--- src/rtl/spe_pkg.sv ---
package spe_pkg;

    localparam int WORD_W = 16;

    // bit positions inside the two command words
    localparam int ROW_LSB   = 0;
    localparam int CLR_LSB   = 8;
    localparam int LEFT_LSB  = 0;
    localparam int RIGHT_LSB = 8;

    localparam logic [WORD_W-1:0] SWAP_CODE = '1;

    typedef enum logic {
        PH_HEAD = 1'b0,
        PH_TAIL = 1'b1
    } word_phase_e;

endpackage

--- src/rtl/spe_cmd_decode.sv ---
module spe_cmd_decode
    import spe_pkg::*;
#(
    parameter int ROW_BITS = 2,
    parameter int COL_BITS = 2,
    parameter int CLR_W    = 3
) (
    input  logic                clk,
    input  logic                rst_n,
    input  logic                cmd_we,
    input  logic [WORD_W-1:0]   cmd_word,
    output logic                head_phase,
    output logic                swap_req,
    output logic                span_we,
    output logic [ROW_BITS-1:0] span_row,
    output logic [CLR_W-1:0]    span_color,
    output logic [COL_BITS-1:0] span_left,
    output logic [COL_BITS-1:0] span_right
);

    typedef struct packed {
        word_phase_e         phase;
        logic [ROW_BITS-1:0] row;
        logic [CLR_W-1:0]    color;
    } dec_state_t;

    dec_state_t st_d, st_q;

    // only some fields of each word are decoded
    logic unused_word_bits;
    assign unused_word_bits = ^cmd_word;

    always_comb begin
        st_d     = st_q;
        swap_req = 1'b0;
        span_we  = 1'b0;
        if (cmd_we) begin
            if (st_q.phase == PH_HEAD) begin
                if (cmd_word == SWAP_CODE) begin
                    swap_req = 1'b1;
                end else begin
                    st_d.row   = cmd_word[ROW_LSB +: ROW_BITS];
                    st_d.color = cmd_word[CLR_LSB +: CLR_W];
                    st_d.phase = PH_TAIL;
                end
            end else begin
                span_we    = 1'b1;
                st_d.phase = PH_HEAD;
            end
        end
    end

    always_ff @(posedge clk) begin
        if (!rst_n) begin
            st_q.phase <= PH_HEAD;
            st_q.row   <= '0;
            st_q.color <= '0;
        end else begin
            st_q <= st_d;
        end
    end

    assign head_phase = (st_q.phase == PH_HEAD);
    assign span_row   = st_q.row;
    assign span_color = st_q.color;
    assign span_left  = cmd_word[LEFT_LSB +: COL_BITS];
    assign span_right = cmd_word[RIGHT_LSB +: COL_BITS];

endmodule

--- src/rtl/spe_span_mask.sv ---
module spe_span_mask #(
    parameter int COLS     = 4,
    parameter int COL_BITS = 2
) (
    input  logic [COL_BITS-1:0] left,
    input  logic [COL_BITS-1:0] right,
    output logic [COLS-1:0]     mask
);

    // one comparator pair per column; an inverted range selects nothing
    for (genvar c = 0; c < COLS; c++) begin : g_col
        assign mask[c] = (COL_BITS'(c) >= left) && (COL_BITS'(c) <= right);
    end

endmodule

--- src/rtl/spe_buffer_ctrl.sv ---
module spe_buffer_ctrl (
    input  logic clk,
    input  logic rst_n,
    input  logic swap_req,
    input  logic frame_start,
    output logic front_sel,
    output logic swap_pending
);

    typedef struct packed {
        logic front;
        logic pending;
    } ctrl_state_t;

    ctrl_state_t st_d, st_q;

    always_comb begin
        st_d         = st_q;
        st_d.pending = (st_q.pending & ~frame_start) | swap_req;
        st_d.front   = st_q.front ^ (frame_start & st_q.pending);
    end

    always_ff @(posedge clk) begin
        if (!rst_n) begin
            st_q <= '0;
        end else begin
            st_q <= st_d;
        end
    end

    assign front_sel    = st_q.front;
    assign swap_pending = st_q.pending;

endmodule

--- src/rtl/spe_frame_store.sv ---
module spe_frame_store #(
    parameter int ROWS     = 3,
    parameter int COLS     = 4,
    parameter int ROW_BITS = 2,
    parameter int COL_BITS = 2,
    parameter int CLR_W    = 3
) (
    input  logic                clk,
    input  logic                rst_n,
    input  logic                wr_en,
    input  logic                wr_sel,
    input  logic [ROW_BITS-1:0] wr_row,
    input  logic [CLR_W-1:0]    wr_color,
    input  logic [COLS-1:0]     wr_mask,
    input  logic                rd_sel,
    input  logic [ROW_BITS-1:0] rd_row,
    input  logic [COL_BITS-1:0] rd_col,
    output logic [CLR_W-1:0]    rd_color
);

    localparam int PICS = 2;

    logic [CLR_W-1:0] pix_d [PICS][ROWS][COLS];
    logic [CLR_W-1:0] pix_q [PICS][ROWS][COLS];

    // rows past ROWS match no entry and are clipped
    always_comb begin
        pix_d = pix_q;
        for (int r = 0; r < ROWS; r++) begin
            for (int c = 0; c < COLS; c++) begin
                if (wr_en && (wr_row == ROW_BITS'(r)) && wr_mask[c]) begin
                    pix_d[wr_sel][r][c] = wr_color;
                end
            end
        end
    end

    always_ff @(posedge clk) begin
        if (!rst_n) begin
            for (int b = 0; b < PICS; b++) begin
                for (int r = 0; r < ROWS; r++) begin
                    for (int c = 0; c < COLS; c++) begin
                        pix_q[b][r][c] <= '0;
                    end
                end
            end
        end else begin
            pix_q <= pix_d;
        end
    end

    always_comb begin
        rd_color = '0;
        for (int r = 0; r < ROWS; r++) begin
            for (int c = 0; c < COLS; c++) begin
                if ((rd_row == ROW_BITS'(r)) && (rd_col == COL_BITS'(c))) begin
                    rd_color = pix_q[rd_sel][r][c];
                end
            end
        end
    end

endmodule

--- src/rtl/span_paint_engine.sv ---
module span_paint_engine
    import spe_pkg::*;
#(
    parameter int ROWS  = 3,
    parameter int COLS  = 4,
    parameter int CLR_W = 3,
    localparam int ROW_BITS = (ROWS > 1) ? $clog2(ROWS) : 1,
    localparam int COL_BITS = (COLS > 1) ? $clog2(COLS) : 1
) (
    input  logic                clk,
    input  logic                rst_n,
    input  logic                cmd_we,
    input  logic [15:0]         cmd_word,
    input  logic                frame_start,
    input  logic [ROW_BITS-1:0] rd_row,
    input  logic [COL_BITS-1:0] rd_col,
    output logic [CLR_W-1:0]    rd_color,
    output logic                front_sel
);

    logic                head_phase;
    logic                swap_req;
    logic                span_we;
    logic [ROW_BITS-1:0] span_row;
    logic [CLR_W-1:0]    span_color;
    logic [COL_BITS-1:0] span_left;
    logic [COL_BITS-1:0] span_right;
    logic [COLS-1:0]     span_mask;
    logic                swap_pending;

    spe_cmd_decode #(
        .ROW_BITS (ROW_BITS),
        .COL_BITS (COL_BITS),
        .CLR_W    (CLR_W)
    ) i_decode (
        .clk        (clk),
        .rst_n      (rst_n),
        .cmd_we     (cmd_we),
        .cmd_word   (cmd_word),
        .head_phase (head_phase),
        .swap_req   (swap_req),
        .span_we    (span_we),
        .span_row   (span_row),
        .span_color (span_color),
        .span_left  (span_left),
        .span_right (span_right)
    );

    spe_span_mask #(
        .COLS     (COLS),
        .COL_BITS (COL_BITS)
    ) i_mask (
        .left  (span_left),
        .right (span_right),
        .mask  (span_mask)
    );

    spe_buffer_ctrl i_ctrl (
        .clk          (clk),
        .rst_n        (rst_n),
        .swap_req     (swap_req),
        .frame_start  (frame_start),
        .front_sel    (front_sel),
        .swap_pending (swap_pending)
    );

    spe_frame_store #(
        .ROWS     (ROWS),
        .COLS     (COLS),
        .ROW_BITS (ROW_BITS),
        .COL_BITS (COL_BITS),
        .CLR_W    (CLR_W)
    ) i_store (
        .clk      (clk),
        .rst_n    (rst_n),
        .wr_en    (span_we),
        .wr_sel   (~front_sel),
        .wr_row   (span_row),
        .wr_color (span_color),
        .wr_mask  (span_mask),
        .rd_sel   (front_sel),
        .rd_row   (rd_row),
        .rd_col   (rd_col),
        .rd_color (rd_color)
    );

endmodule

--- config.mk ---
export PLATFORM = sky130hd
export DESIGN_NAME = span_paint_engine
export DESIGN_NICKNAME = d
export VERILOG_FILES = /design/src/rtl/spe_pkg.sv /design/src/rtl/spe_cmd_decode.sv /design/src/rtl/spe_span_mask.sv /design/src/rtl/spe_buffer_ctrl.sv /design/src/rtl/spe_frame_store.sv /design/src/rtl/span_paint_engine.sv
export SDC_FILE = /design/constraint.sdc
export NUM_CORES = 1
export LEC_CHECK = 0
export CAP_MARGIN = 10
export CORE_MARGIN = 2
export CORE_UTILIZATION = 53
export CTS_CLUSTER_SIZE = 20
export DETAILED_ROUTE_END_ITERATION = 16
export PLACE_DENSITY = 0.74
export SYNTH_ARGS = -nofsm -noshare
export SYNTH_HDL_FRONTEND = slang
export SYNTH_HIERARCHICAL = 1
export SYNTH_SLANG_ARGS = --single-unit
--- constraint.sdc ---
create_clock -name clk -period 1.7 [get_ports clk]
set_input_delay 0.34 -clock clk [delete_from_list [all_inputs] [get_ports clk]]
set_output_delay 0.34 -clock clk [all_outputs]
set_load 0.02 [all_outputs]
* Word-level counts from Yosys, hierarchy flattened *
Cells that the tools add are included.

word-level totals
  output and inout port bits = 4
  input port bits = 24
  word-level logic and storage cells = 164
  flip-flop bits (word level) = 80

cells by class
  mux-type cells = 70
  reductions and logical operators = 36
  $lt $le $gt $ge = 11
  bitwise gates (word level) = 10
  equal/unequal tests = 8

operators with widths
  cell                                                                                number
  72-bit bitwise mux                                                                  12
  72-bit 2-to-1 mux                                                                   12
  36-bit demux with 1-bit select                                                      12
  36-bit 2-to-1 mux                                                                   4
  3-bit 2-to-1 mux                                                                    13
  33-bit 2-to-1 mux                                                                   1
  1-bit logical AND                                                                   32
  30-bit 2-to-1 mux                                                                   1
  27-bit 2-to-1 mux                                                                   1
  24-bit 2-to-1 mux                                                                   1
  21-bit 2-to-1 mux                                                                   1
  18-bit 2-to-1 mux                                                                   1
  16-bit == test, second input constant                                               1
  15-bit 2-to-1 mux                                                                   1
  12-bit 2-to-1 mux                                                                   1
  6-bit 2-to-1 mux                                                                    2
  9-bit 2-to-1 mux                                                                    1
  2-bit == test, second input constant                                                4
  2-bit by 1-bit == test with 1-bit output, second input constant                     3
  2-bit zero test                                                                     3
  1-bit 2-to-1 mux                                                                    6
  1-bit by 2-bit greater-or-equal comparator with 1-bit output, first input constant  2
  2-bit greater-or-equal comparator, first input constant                             2
  2-bit greater-or-equal comparator, second input constant                            2
  9 further kinds                                                                     16

* Logic depth before layout (Yosys ltp) *
Gate-level depths: netlist (run 1).

  word-level depth = 30
  mapped depth = 7
  gate-level depth less buffers = 5

* By module *
Netlist (run 1), hierarchy kept.

by module, submodules not included
  module             seq. area each (um^2)  area an instance (um^2)  instances  cells an instance
  spe_frame_store    1441.4                 3734.8                   1          432
  spe_cmd_decode     120.1                  380.4                    1          43
  spe_buffer_ctrl    40.0                   77.6                     1          8
  spe_span_mask      0.0                    27.5                     1          4
  span_paint_engine  0.0                    3.8                      1          1

* Least setup slack after synthesis (run 1) *
OpenSTA, ideal clock, no wires.

  path kind = register to output
  from = register i_ctrl.st_q, in the netlist i_ctrl/front_sel
  to = output rd_color[1]
  cell stages (with the launch flop) = 7
  setup slack = -0.429 ns
  arrival = 1.789 ns
  data required time = 1.360 ns
  path buffers = 2
  cells stage by stage = dfxtp_1 buf_2 buf_2 mux4_1 a22oi_4 o221ai_2 o21bai_1

on the way
  cells in the longest elaborated chain, start to end = 16

ends and longest elaborated chain
  item                                                       line                     RTL
  start, declared                                            spe_buffer_ctrl.sv:15    ctrl_state_t st_d, st_q;
  start signal, assigned                                     spe_buffer_ctrl.sv:27    st_q <= st_d;
  1-bit NOT with 2-bit output (not written as such) (*)      spe_frame_store.sv:57    rd_color = pix_q[rd_sel][r][c];
  36-bit 2-to-1 mux (not written as such) (*) (3 in series)  spe_frame_store.sv:57
  3-bit 2-to-1 mux (11 in series)                            spe_frame_store.sv:56    if ((rd_row == ROW_BITS'(r)) && (rd_col == COL_BITS'(c))) begin
  3-bit 2-to-1 mux (*)                                       spe_frame_store.sv:56
  end, declared                                              span_paint_engine.sv:17  output logic [CLR_W-1:0] rd_color,

Every way passes the cells marked *; elsewhere a longest branch is shown, timed or not. The select of a mux whose other input is x is not followed.

* Worst setup path in the final report (run 1) *
  from = register i_ctrl.st_q, in the netlist i_ctrl/front_sel
  to = output rd_color[2]

The elaborated chain is that of the path after synthesis.

==> flow_summary.toml, run 1 <==
[run_status]
status = "complete, but fails checks"
violations = "negative setup slack"

[drt]
wl_per_cell_um = 16.3
drc = 0
drt_wl_total_um = 10300
vias = 3697
viasPerCell = 5.87
dr.pass1.iters = 5
ant_nets = 0
drt-initial-drc-count = 260

[global_route]
grt_overflow = 0
grt_max_degree = 87
grt_pass1_vias = 3525
grt_antenna_before_repair = 0
grt_pass1_wl_um = 17200
grt_usage = 0.251

[place]
place.port_buffers = 27
post_dp_cell_area_mm2 = 0.00483
dp.final_hpwl_um = 6790
gp_congestion = 0.969

[floorplan]
die_w_um = 93.2
rows = 32
ios = 28
die_y_um = 93.2
dieArea_mm2 = 0.00869
core_mm2 = 0.00773
start_util = 0.546

[job]
cap_violations = 0

[timing]
slew_violations = 0
rsz0062_at_grt = "true"
maxSlewHeadroom = 0.782
hold_slack_ns = 0.310
finalCritPeriodShare = 1.35
setup_viol = 3
finalHoldViolCount = 0
max_freq_ghz = 0.435
skew_ns = 0.0132
fin_crit_ns = 2.30
tightest_slew_ns = 0.327
timing.final.ws_setup_ns = -0.600

[power_and_ir_drop]
p_total_mw = 4.02
peakVddDrop_uv = 407
leakage_nw = 1.78
power_density_mw_per_mm2 = 775

[final_layout]
synthToLayoutAreaGrowth_pct = 22.9
num_antenna_cells = 0
final_common_cell = "nand2_1"
utilization = 0.671
layout_common_cells = "nand2_1, dfxtp_1, nand3_1"
layout.nets = 547
final_cell_area_mm2 = 0.00519
drive_gt1_frac = 0.210

[critical_path]
cp-end-kind = "output pin"
slowest_stage = "mux4_2"
crit_type = "reg -> out"
worstPathMaxFanout = 8
path_buf_inv = 1
max_stage_delay_ns = 0.56
crit_required_ns = 1.36
crit_chain = "mux4_2, a22oi_2, nand2_1, a31o_1, buf_6"
crit_family = "multiplexers"
critPathLaunchType = "flop"
arrival_ns = 1.96

[clocking]
clk_pin_slew_ns = 0.09
tritoncts = "done"
hold_buffers = 0
htreeDepth = 3
clkSinkCount = 80
cts-root-buf = "clkbuf_8"
clock_latency_ns = 0.37
cts_buffers = 9
clk_path_buf_depth = 2

[yosys]
syn_nets = 511
syn_inst = 487
ys_warn_count = 6
syn_area_per_cell_um2 = 8.67
syn_area_mm2 = 0.00422

[worst_hold_path]
hold_path_class = "in -> reg"
==> worst reg2reg max path, delay by kind of cell (launching register included) <==
kind	cells	cell delay, ns
and+or+nand+nor	3	0.52
buffers and inverters	3	0.45
DFF	1	0.45
AOI/OAI and AO/OA	1	0.09
==> state kept, by name, summed over array words and instances, names as in the netlist <==
name                 flops
i_store/pix_q           72
i_ctrl/swap_pending      1
i_decode/st_q            1
i_ctrl/front_sel         1
i_decode/span_color      3
i_decode/span_row        2
==> layout make-up <==
class | instances | area [um2]
clock buffer | 9 | 124
clock inverter | 7 | 118
fill | 617 | 2540
inverter | 2 | 11.3
multi-input combinational | 353 | 2410
sequential | 80 | 1610
tap | 102 | 128
timing repair buffer | 77 | 791
==> worst paths after layout <==
kind	cells after the start	startpoint	endpoint	slack [ns]
setup / recovery	5	i_ctrl/front_sel$_SDFF_PN0_	rd_color[2]	-0.60
hold / removal	3	cmd_we	i_decode/st_q[5]$_SDFFE_PN0P_	0.31
setup reg to reg	7	i_ctrl/front_sel$_SDFF_PN0_	i_store/pix_q[56]$_SDFFE_PN0P_	0.06
hold reg to reg	2	i_store/pix_q[26]$_SDFFE_PN0P_	i_store/pix_q[26]$_SDFFE_PN0P_	0.46
==> repair_timing <==
| item | 4_1_cts | 5_1_grt |
|---|---|---|
| pin swaps | 4 | 2 |
| cloned | 0 | 1 |
| buffers inserted | 4 | 2 |
| setup endpoints to repair | 4 | 13 |
| resized for setup | 30 | 18 |
==> through the flow <==
step / setup TNS [ns] / worst slack, ns / std cells
after floorplan: -0.366 / -0.130 / 487
after global placement: -15.26 / -1.22 / 607
after detailed placement: -18.01 / -1.27 / 607
after CTS: -1.83 / -0.627 / 627
after global routing: -2.33 / -0.667 / 630
final: -1.79 / -0.600 / 630
==> per-layer routing <==
layer | share of wire | vias to the layer above | track usage
li1 | - | 1790 | -
met5 | 0 | - | 0
met1 | 0.44 | 1784 | 0.326
met4 | 0.022 | 0 | 0.104
met2 | 0.49 | 104 | 0.418
met3 | 0.047 | 19 | 0.0346
==> where the power goes <==
group	internal, mW	leakage (nW)	switching (mW)	total, mW
sequential	1.88	0.646	0.0124	1.89
combinational	0.192	1.01	0.214	0.406
clock	0.978	0.124	0.744	1.72
total	3.05	1.78	0.970	4.02
Note: power is estimated with default switching activity, not from simulation.
==> run 2, diff against run 1 <==
PLACE_DENSITY = 0.76   (was 0.74)
==> run 2 against run 1 <==
  * The run still ends with negative setup slack left
  * Worst hold slack better by 0.15 ns
  * Global-route usage grew 0.42 points
  * Combinational power grew 2%
  * Sequential share of layout area fell by 0.17 points
  * Via count fell by 0.19%
  * First-iteration DRC count down 17%
  * Cell count shrank 0.79%
  * Highest routed layer unchanged
==> flow_summary.toml, run 2 (synthesized netlist as in run 1, its figures left out) <==
[final_layout]
multi_input_area_mm2 = 0.00244
largest_register_ffs = 72
layout.nets = 542
regArea_mm2 = 0.00161
fillers = 616
largest-register = "i_store/pix_q"
synthToLayoutAreaGrowth_pct = 23.6
layout_common_cells = "nand2_1, dfxtp_1, nand3_1"
final_common_cell = "nand2_1"
drive_gt1_frac = 0.210
num_antenna_cells = 0

[critical_path]
crit_required_ns = 1.36
crit_type = "reg -> out"
rr_worst_depth = 7
reg2reg_slack_ns = 0.06
max_stage_delay_ns = 0.45
r2r-end = "i_store/pix_q[48]$_SDFFE_PN0P_"
crit_path_start = "i_ctrl/front_sel$_SDFF_PN0_"
path_buf_inv = 2
path_depth = 6
slowest_stage = "dfxtp_4"
critPathLaunchType = "flop"
worstPathMaxFanout = 12
crit_chain = "buf_12, mux2_2, a31oi_1, nand2_1, a31o_1, buf_6"
arrival_ns = 1.95
r2r-start = "i_ctrl/front_sel$_SDFF_PN0_"
cp-end-kind = "output pin"
crit_path_end = "rd_color[0]"
crit_family = "flip-flops"

[clocking]
tritoncts = "done"
clock_latency_ns = 0.36
cts_buffers = 9
htreeDepth = 3
clk_pin_slew_ns = 0.08
hold_buffers = 0
clkSinkCount = 80
clk_path_buf_depth = 2
cts-root-buf = "clkbuf_8"

[timing]
skew_ns = 0.00524
finalHoldViolCount = 0
max_freq_ghz = 0.436
timing.final.ws_setup_ns = -0.594
setup_viol = 3
hold_slack_ns = 0.459
finalSetupTns_ns = -1.76
rsz0062_at_grt = "true"
tightest_slew_ns = 0.400
slew_violations = 0
maxSlewHeadroom = 0.733
finalCritPeriodShare = 1.35
fin_crit_ns = 2.29

[drt]
viasPerCell = 5.90
drc = 0
dr.pass1.iters = 5
wl_per_cell_um = 16.6
drt-initial-drc-count = 216
vias = 3690
drt_wl_total_um = 10400
ant_nets = 0

[power_and_ir_drop]
swShare = 0.232
combPwrFrac = 0.102
seqPwrFrac = 0.471
clkPwrFrac = 0.427
p_sw_mw = 0.939
leakage_nw = 1.76
power_density_mw_per_mm2 = 774
p_int_mw = 3.10
peakVddDrop_uv = 372

[floorplan]
die_w_um = 93.2
start_util = 0.546
ios = 28
dieArea_mm2 = 0.00869
die_y_um = 93.2
core_mm2 = 0.00773
rows = 32

[global_route]
grt_max_degree = 87
grt_pass1_vias = 3590
grt_usage = 0.255
grt_overflow = 0
grt_pass1_wl_um = 17300
grt_antenna_before_repair = 0

[run_status]
status = "complete, but fails checks"
violations = "negative setup slack"

[place]
place_ws_ns = -1.24
gp_congestion = 0.933
dp.final_hpwl_um = 7010
place.port_buffers = 27

[worst_hold_path]
hold_path_class = "in -> reg"
min_from = "rst_n"

[job]
cap_violations = 0
==> run 2: changes by cell type in the layout (fill, tap and decap cells not counted), sizes merged <==
cell / previous run / this run
clkbuf: 9 / 11
inv: 2 / 1
dlymetal6s2s: 1 / 0
clkinv: 3 / 2
dlygate4sd2: 2 / 3
buf: 54 / 49
==> run 2: worst min path at each step <==
stage	endpoint	cells after the start
2_1_floorplan	i_store/pix_q[15]$_SDFFE_PN0P_	2
3_3_place_gp	i_store/pix_q[71]$_SDFFE_PN0P_	2
3_5_place_dp	i_store/pix_q[71]$_SDFFE_PN0P_	2
4_1_cts	i_store/pix_q[71]$_SDFFE_PN0P_	2
5_1_grt	i_store/pix_q[37]$_SDFFE_PN0P_	2
6_report	i_ctrl/swap_pending$_SDFF_PN0_	3
==> run 2: what timing repair did <==
item	4_1_cts	5_1_grt
resized for setup	36	25
gates cloned	0	1
setup endpoints to repair	4	9
setup buffers	3	0
pin swaps	6	5
==> run 2: cell type report <==
| cell class | instances | share of cell area |
|---|---|---|
| timing repair buffer | 72 | 0.151 |
| clock buffer | 11 | 0.0271 |
| inverter | 2 | 0.00216 |
| clock inverter | 5 | 0.0199 |
| tap | 102 | 0.0245 |
| sequential | 80 | 0.308 |
| multi-input combinational | 353 | 0.467 |
==> run 2: power by group through the flow <==
stage	combinational (mW)	sequential (mW)	clock [mW]
6_report	0.413	1.90	1.72
3_5_place_dp	0.385	1.95	0
4_1_cts	0.396	1.90	1.74
5_1_grt	0.439	1.91	1.82
3_3_place_gp	0.378	1.95	0
2_1_floorplan	0.234	1.93	0
==> run 2: worst register-to-register path, delay by kind of cell (launching register included) <==
kind / cells / cell delay [ns]
AO/OA/AOI/OAI: 1 / 0.08
AND/OR/NAND/NOR: 3 / 0.54
buffers and inverters: 3 / 0.45
flip-flops: 1 / 0.45
==> run 2: through the flow <==
stage | cell area [um2] | total power, mW | util | cells
final | 5220 | 4.04 | 0.675 | 625
after global routing | 5220 | 4.16 | 0.675 | 625
after CTS | 5150 | 4.04 | 0.667 | 624
after detailed placement | 4840 | 2.33 | 0.627 | 605
after global placement | 4840 | 2.32 | 0.627 | 605
after floorplan | 4250 | 2.17 | - | 487
==> run 2: per-layer routing <==
metal / GRT usage / part of all wire
met5: 0 / 0
met3: 0.0419 / 0.049
met2: 0.438 / 0.50
met4: 0.118 / 0.021
met1: 0.311 / 0.43
